<file path="config.mk">
export PLATFORM = sky130hd
export DESIGN_NAME = nest_irq_ctrl
export DESIGN_NICKNAME = d
export VERILOG_FILES = /design/src/rtl/nic_pkg.sv /design/src/rtl/nic_pend.sv /design/src/rtl/nic_arb.sv /design/src/rtl/nic_lvl_stack.sv /design/src/rtl/nest_irq_ctrl.sv
export SDC_FILE = /design/constraint.sdc
export NUM_CORES = 1
export LEC_CHECK = 0
export BUFFER_PORTS_ARGS = -buffer_cell sky130_fd_sc_hd__buf_4
export CAP_MARGIN = 10
export CORE_MARGIN = 4
export CORE_UTILIZATION = 52
export CTS_BUF_LIST = sky130_fd_sc_hd__clkbuf_4
export DETAILED_ROUTE_END_ITERATION = 6
export PLACE_DENSITY = 0.72
export SYNTH_ARGS = -nofsm -noshare
export SYNTH_HDL_FRONTEND = slang
export SYNTH_SLANG_ARGS = --single-unit
</file>
<file path="constraint.sdc">
create_clock -name clk_i -period 14.5 [get_ports clk_i]
set_input_delay 2.175 -clock clk_i [delete_from_list [all_inputs] [get_ports clk_i]]
set_output_delay 2.175 -clock clk_i [all_outputs]
set_load 0.02 [all_outputs]
</file>
<file path="src/rtl/nic_pkg.sv">
package nic_pkg;
  typedef enum logic [1:0] {
    STK_HOLD = 2'd0,
    STK_PUSH = 2'd1,
    STK_POP  = 2'd2,
    STK_SWAP = 2'd3
  } stk_op_e;
endpackage

</file>
<file path="src/rtl/nic_pend.sv">
module nic_pend #(
  parameter int unsigned N_SRC = 8
) (
  input  logic             clk_i,
  input  logic             rst_ni,
  input  logic [N_SRC-1:0] irq_i,
  input  logic [N_SRC-1:0] clr_i,
  output logic [N_SRC-1:0] pend_o
);
  logic [N_SRC-1:0] irq_q, pend_q, rise;

  assign rise = irq_i & ~irq_q;

  always_ff @(posedge clk_i or negedge rst_ni) begin
    if (!rst_ni) begin
      irq_q  <= '0;
      pend_q <= '0;
    end else begin
      irq_q  <= irq_i;
      // a fresh edge in the clearing cycle is a new request and survives
      pend_q <= (pend_q & ~clr_i) | rise;
    end
  end

  assign pend_o = pend_q;
endmodule

</file>
<file path="src/rtl/nic_arb.sv">
module nic_arb #(
  parameter int unsigned N_SRC  = 8,
  parameter int unsigned PRIO_W = 3,
  localparam int unsigned ID_W  = $clog2(N_SRC)
) (
  input  logic [N_SRC-1:0]        pend_i,
  input  logic [N_SRC*PRIO_W-1:0] prio_i,
  output logic                    vld_o,
  output logic [ID_W-1:0]         id_o,
  output logic [PRIO_W-1:0]       prio_o
);
  logic [PRIO_W-1:0] prio_a [N_SRC];

  for (genvar g = 0; g < N_SRC; g++) begin : g_unpack
    assign prio_a[g] = prio_i[g*PRIO_W +: PRIO_W];
  end

  // scan downward with >= so the lowest index wins a tie
  always_comb begin
    vld_o  = 1'b0;
    id_o   = '0;
    prio_o = '0;
    for (int i = N_SRC - 1; i >= 0; i--) begin
      if (pend_i[i] && (!vld_o || prio_a[i] >= prio_o)) begin
        vld_o  = 1'b1;
        id_o   = ID_W'(i);
        prio_o = prio_a[i];
      end
    end
  end
endmodule

</file>
<file path="src/rtl/nic_lvl_stack.sv">
module nic_lvl_stack
  import nic_pkg::*;
#(
  parameter int unsigned DEPTH = 8,
  parameter int unsigned LVL_W = 4,
  localparam int unsigned CNT_W = $clog2(DEPTH + 1),
  localparam int unsigned IDX_W = (DEPTH > 1) ? $clog2(DEPTH) : 1
) (
  input  logic             clk_i,
  input  logic             rst_ni,
  input  stk_op_e          op_i,
  input  logic [LVL_W-1:0] lvl_i,
  output logic [LVL_W-1:0] top_o,
  output logic [CNT_W-1:0] cnt_o,
  output logic             err_o
);
  logic [LVL_W-1:0] mem_q [DEPTH];
  logic [CNT_W-1:0] cnt_q;
  logic             err_q;
  logic             empty, full;
  logic [IDX_W-1:0] top_idx, nxt_idx;

  assign empty   = (cnt_q == '0);
  assign full    = (cnt_q == CNT_W'(DEPTH));
  assign top_idx = IDX_W'(cnt_q - 1'b1);
  assign nxt_idx = IDX_W'(cnt_q);

  always_ff @(posedge clk_i or negedge rst_ni) begin
    if (!rst_ni) begin
      cnt_q <= '0;
      err_q <= 1'b0;
      for (int i = 0; i < DEPTH; i++) mem_q[i] <= '0;
    end else begin
      unique case (op_i)
        STK_PUSH: begin
          if (full) err_q <= 1'b1;
          else begin
            mem_q[nxt_idx] <= lvl_i;
            cnt_q          <= cnt_q + 1'b1;
          end
        end
        STK_POP: begin
          if (empty) err_q <= 1'b1;
          else cnt_q <= cnt_q - 1'b1;
        end
        STK_SWAP: begin
          // pop and push in one cycle: replace top
          if (empty) begin
            err_q    <= 1'b1;
            mem_q[0] <= lvl_i;
            cnt_q    <= CNT_W'(1);
          end else begin
            mem_q[top_idx] <= lvl_i;
          end
        end
        default: ;
      endcase
    end
  end

  assign top_o = empty ? '0 : mem_q[top_idx];
  assign cnt_o = cnt_q;
  assign err_o = err_q;
endmodule

</file>
<file path="src/rtl/nest_irq_ctrl.sv">
module nest_irq_ctrl
  import nic_pkg::*;
#(
  parameter int unsigned N_SRC  = 8,
  parameter int unsigned PRIO_W = 3,
  parameter int unsigned DEPTH  = 8,
  localparam int unsigned ID_W  = $clog2(N_SRC),
  localparam int unsigned LVL_W = PRIO_W + 1,
  localparam int unsigned CNT_W = $clog2(DEPTH + 1)
) (
  input  logic                    clk_i,
  input  logic                    rst_ni,
  input  logic [N_SRC-1:0]        irq_i,
  input  logic [N_SRC*PRIO_W-1:0] prio_i,
  input  logic                    nest_mode_i,
  input  logic                    ack_i,
  input  logic                    eos_i,
  output logic                    take_o,
  output logic [ID_W-1:0]         take_id_o,
  output logic [LVL_W-1:0]        active_lvl_o,
  output logic [CNT_W-1:0]        depth_o,
  output logic                    err_o
);
  logic [N_SRC-1:0]  pend, clr;
  logic              win_vld;
  logic [ID_W-1:0]   win_id;
  logic [PRIO_W-1:0] win_prio;
  logic [LVL_W-1:0]  win_lvl, cur_lvl;
  logic [CNT_W-1:0]  cnt;
  logic              allow, accept;
  stk_op_e           op;

  logic              take_q;
  logic [ID_W-1:0]   id_q;
  logic [LVL_W-1:0]  lvl_q;

  nic_pend #(.N_SRC(N_SRC)) u_pend (
    .clk_i  (clk_i),
    .rst_ni (rst_ni),
    .irq_i  (irq_i),
    .clr_i  (clr),
    .pend_o (pend)
  );

  nic_arb #(.N_SRC(N_SRC), .PRIO_W(PRIO_W)) u_arb (
    .pend_i (pend),
    .prio_i (prio_i),
    .vld_o  (win_vld),
    .id_o   (win_id),
    .prio_o (win_prio)
  );

  nic_lvl_stack #(.DEPTH(DEPTH), .LVL_W(LVL_W)) u_stk (
    .clk_i  (clk_i),
    .rst_ni (rst_ni),
    .op_i   (op),
    .lvl_i  (lvl_q),
    .top_o  (cur_lvl),
    .cnt_o  (cnt),
    .err_o  (err_o)
  );

  assign win_lvl = {1'b0, win_prio} + LVL_W'(1);
  assign accept  = take_q & ack_i;
  assign clr     = accept ? (N_SRC'(1) << id_q) : '0;

  // level 0 admits anything; nesting needs a strictly higher level
  assign allow = (cnt == '0) || (nest_mode_i && (win_lvl > cur_lvl));

  always_comb begin
    unique case ({accept, eos_i})
      2'b10:   op = STK_PUSH;
      2'b01:   op = STK_POP;
      2'b11:   op = STK_SWAP;
      default: op = STK_HOLD;
    endcase
  end

  always_ff @(posedge clk_i or negedge rst_ni) begin
    if (!rst_ni) begin
      take_q <= 1'b0;
      id_q   <= '0;
      lvl_q  <= '0;
    end else if (take_q) begin
      if (ack_i) take_q <= 1'b0;
    end else if (win_vld && allow) begin
      take_q <= 1'b1;
      id_q   <= win_id;
      lvl_q  <= win_lvl;
    end
  end

  assign take_o       = take_q;
  assign take_id_o    = id_q;
  assign active_lvl_o = cur_lvl;
  assign depth_o      = cnt;
endmodule

</file>
==> summary.md <==
| Metric | Value |
|---|---|
| Post-CTS Hold Fix Bufs | 0 |
| Async SR Flop Fraction | 100% |
| Total grt overflow | 0 |
| Inst Count DP | just under 600 |
| Setup Viol. Count Final | 0 |
| Fmax | 73.6 MHz |
| Worst endpoint required time | roughly 15 ns |
| Sequential cell area | ~0.0015 mm2 |
| WL final | 9750 um |
| Yosys cell types | 71 |
| Rows | 32 |
| Worst slew margin | between 15 and 20% |
| Fill cells | around 700 |
| Worst Path Arrival | roughly 14 ns |
| Min cycle time layout | between 10 and 15 ns |
| Pins Over Slew Limit | 0 |
| DRT iter0 DRCs | 180 |
| Initial antenna violation count | 0 |
| Largest family of logic cells by synthesized area | compound AO/OA/AOI/OAI gates |
| Top post-synthesis cells by count | 61 x dfrtp_1, 57 x nand2_1, 38 x o21ai_0 |
| Pre-CTS WS | around 0.24 ns |
| Setup TNS Final | 0 ns |
| Syn Area/Cell | slightly above 9 um2 |
| Mapped Nets | 515 |
| Via count | 3521 |
| CTS buffer count | 9 |
| Number of enable flip-flop cells after synthesis | 0 |
| Max-cap viol count | 0 |
| Diode count | 0 |
| Die height | 98.1 um |
| Number of global-route vias before repair | ~3300 |
| Seq cells post-synth | slightly above 60 |
| Global Route Usage Sum | 20.8% |
| Layout Utilization | about three fifths |
| Period utilization | a little over nine tenths |
| Final WS setup | about 0.92 ns |
| Final hold violation count | 0 |
| Top cell type's share of synthesized area | a little over a third |
| Nets | between 500 and 600 |
| Worst skew pair latency | 0.40 ns |
| Final HPWL DP | between 7000 and 8000 um |
| CTS Sinks | between 60 and 70 |
| TritonCTS clock tree | done |
| Top-count cell post-synth | dfrtp_1 |
| Critical path launch point type | input pin |
| Post-synth top area cell | dfrtp_1 |
| Critical path class | in -> reg |
| I/O pins | 50 |
| Layout cell share with drive strength beyond 1 | approximately a quarter |
| Die Width | between 90 and 100 um |
| Gp weighted congestion | approximately 0.89 |
| Clk Tree Root Cell | clkbuf_4 |
| Status | complete, no violations |
| Final setup skew | ~0.014 ns |
| First-pass DRT Iterations | 5 |
| Starting Density | a little over half |
| Drt drc | 0 |
| XOR/XNOR Fraction of Synth Area | less than 1% |
| Routed length per instance | 16.2 um |
| Reg clk slew, reported paths | about 0.090 ns |
| Multi-input gate area | 0.00250 mm2 |
| Adder-cell area share of the yosys netlist | between 7 and 8% |
| Worst Max-Slew Pin Slew | ~1.2 ns |
| CP endpoint kind | flop |
| Non-filler cells in the finished layout | between 600 and 700 |
| Simple-gate share of the synthesized area | ~18% |
| CTS max path bufs | 2 |
| Top cell by count, worst path | ha_1 |
| Synth top area cells | dfrtp_1 36%, mux2_2 8.3%, ha_1 7.7% |
| Post-CTS setup buffer count | 0 |
| Largest net degree at the start of global routing | between 60 and 70 |
| Post-DRT Antenna Nets | 0 |
| IO buf count | ~50 |
| Mapped Cells | 452 |
| CP peak stage delay | approximately 0.50 ns |
| Post-synthesis mux area share | approximately 12% |
| CTS H-tree lvls | 3 |
| Die area | 0.00963 mm2 |
| Via density | 5.86 |
| CORE AREA | between 0.007 and 0.008 mm2 |
| Critical-path top delay cell | a311oi_2 |
| CP max FO | 16 |
| Hold Crit Class | reg -> reg |
| Synth Area in Compound Gates | 20.0% |
| First-pass GRT wire length | 16400 um |
| Layout area overhead | 13.2% |
| Syn. warnings | 0 |
| Synthesized cell area | roughly 0.0042 mm2 |
| Most common flop cell mapped by yosys | dfrtp_1 |
| Post-synthesis sequential area ratio | roughly 36% |
| RSZ-0062 raised after global routing | no |
-- flip-flops by register name, summed over array words and instances (netlist names) --
register and count:
u_stk.cnt_o 4, u_stk.mem_q 32, u_pend.irq_q 8, u_pend.pend_o 8, take_o 1, u_stk.err_o 1, lvl_q 4, take_id_o 3
-- cell type report --
type / count / share of cell area (%)
inverters: 31 / 2.43
clock buffers: 10 / 1.57
repair buffers: 50 / 7.85
multi-input cells: 341 / 52.2
flip-flops and latches: 61 / 31.9
clock inverters: 6 / 1.31
well taps: 102 / 2.67
-- metrics by stage --
step / hold WS [ns] / area (um2)
2_1_floorplan: 0.400 / 4220
3_3_place_gp: 0.402 / 4630
3_5_place_dp: 0.408 / 4630
4_1_cts: 0.422 / 4770
5_1_grt: 0.433 / 4780
6_report: 0.415 / 4780
-- critical path, delay by kind of cell --
kind | cells | cell delay [ns]
AOI/OAI and AO/OA | 20 | 4.52
buffers and inverters | 1 | 0.10
adders and majority gates | 9 | 2.44
and+or+nand+nor | 21 | 3.79
muxes | 2 | 0.72
xor gates and xnor gates | 1 | 0.15
-- routing by layer --
layer	global-route usage, %	wire (um)	up-vias
li1	-	-	1731
met1	29.1	4490	1691
met4	5.64	116	0
met5	0	0	-
met2	33.2	4730	87
met3	3.79	411	12
-- repair_timing --
item | 4_1_cts | 5_1_grt
resized for setup | 0 | 2
endpoints found under the hold margin | 0 | 0
endpoints found under the setup margin | 0 | 8
-- final timing paths --
| check | startpoint | to | slack, ns | cells after the start |
|---|---|---|---|---|
| setup / recovery | prio_i[21] | lvl_q[2] | 0.92 | 54 |
| hold / removal | u_pend.irq_q[7] | u_pend.pend_o[7] | 0.42 | 1 |
| setup reg to reg | u_pend.pend_o[7] | lvl_q[2] | 2.19 | 53 |
| hold reg to reg | u_pend.irq_q[7] | u_pend.pend_o[7] | 0.42 | 1 |
| max in group asynchronous | rst_ni | lvl_q[2] | 12.16 | 1 |
| min in group asynchronous | rst_ni | u_stk.mem_q[27] | 1.83 | 1 |
-- cell usage in the layout, fill, tap and decap left out, drive strengths merged, types with 3 or more instances in the layout --
cell type	count
clkbuf	10
ha	26
buf	50
o211ai	3
nand4	4
nand2b	11
nand3	20
and2	6
o22ai	3
o21bai	3
nor3	13
a31oi	4
nand2	57
mux2i	6
mux2	32
or4	5
a21o	7
o31ai	10
clkinv	3
mux4	4
nor2	18
o21ai	40
inv	31
a21oi	23
nor3b	5
dfrtp	61
nor2b	3
-- logic make-up after synthesis --
family                   after synthesis
multiplexers                          42
AO/OA/AOI/OAI                        120
AND/OR/NAND/NOR                      149
XOR/XNOR                               4
flip-flops                            61
adder cells (fa/ha/maj)               26
buffers and inverters                 50
Power is left out: the tool's default activity adds up to more than one toggle a clock period on the data nets, which glitch-free logic cannot reach.
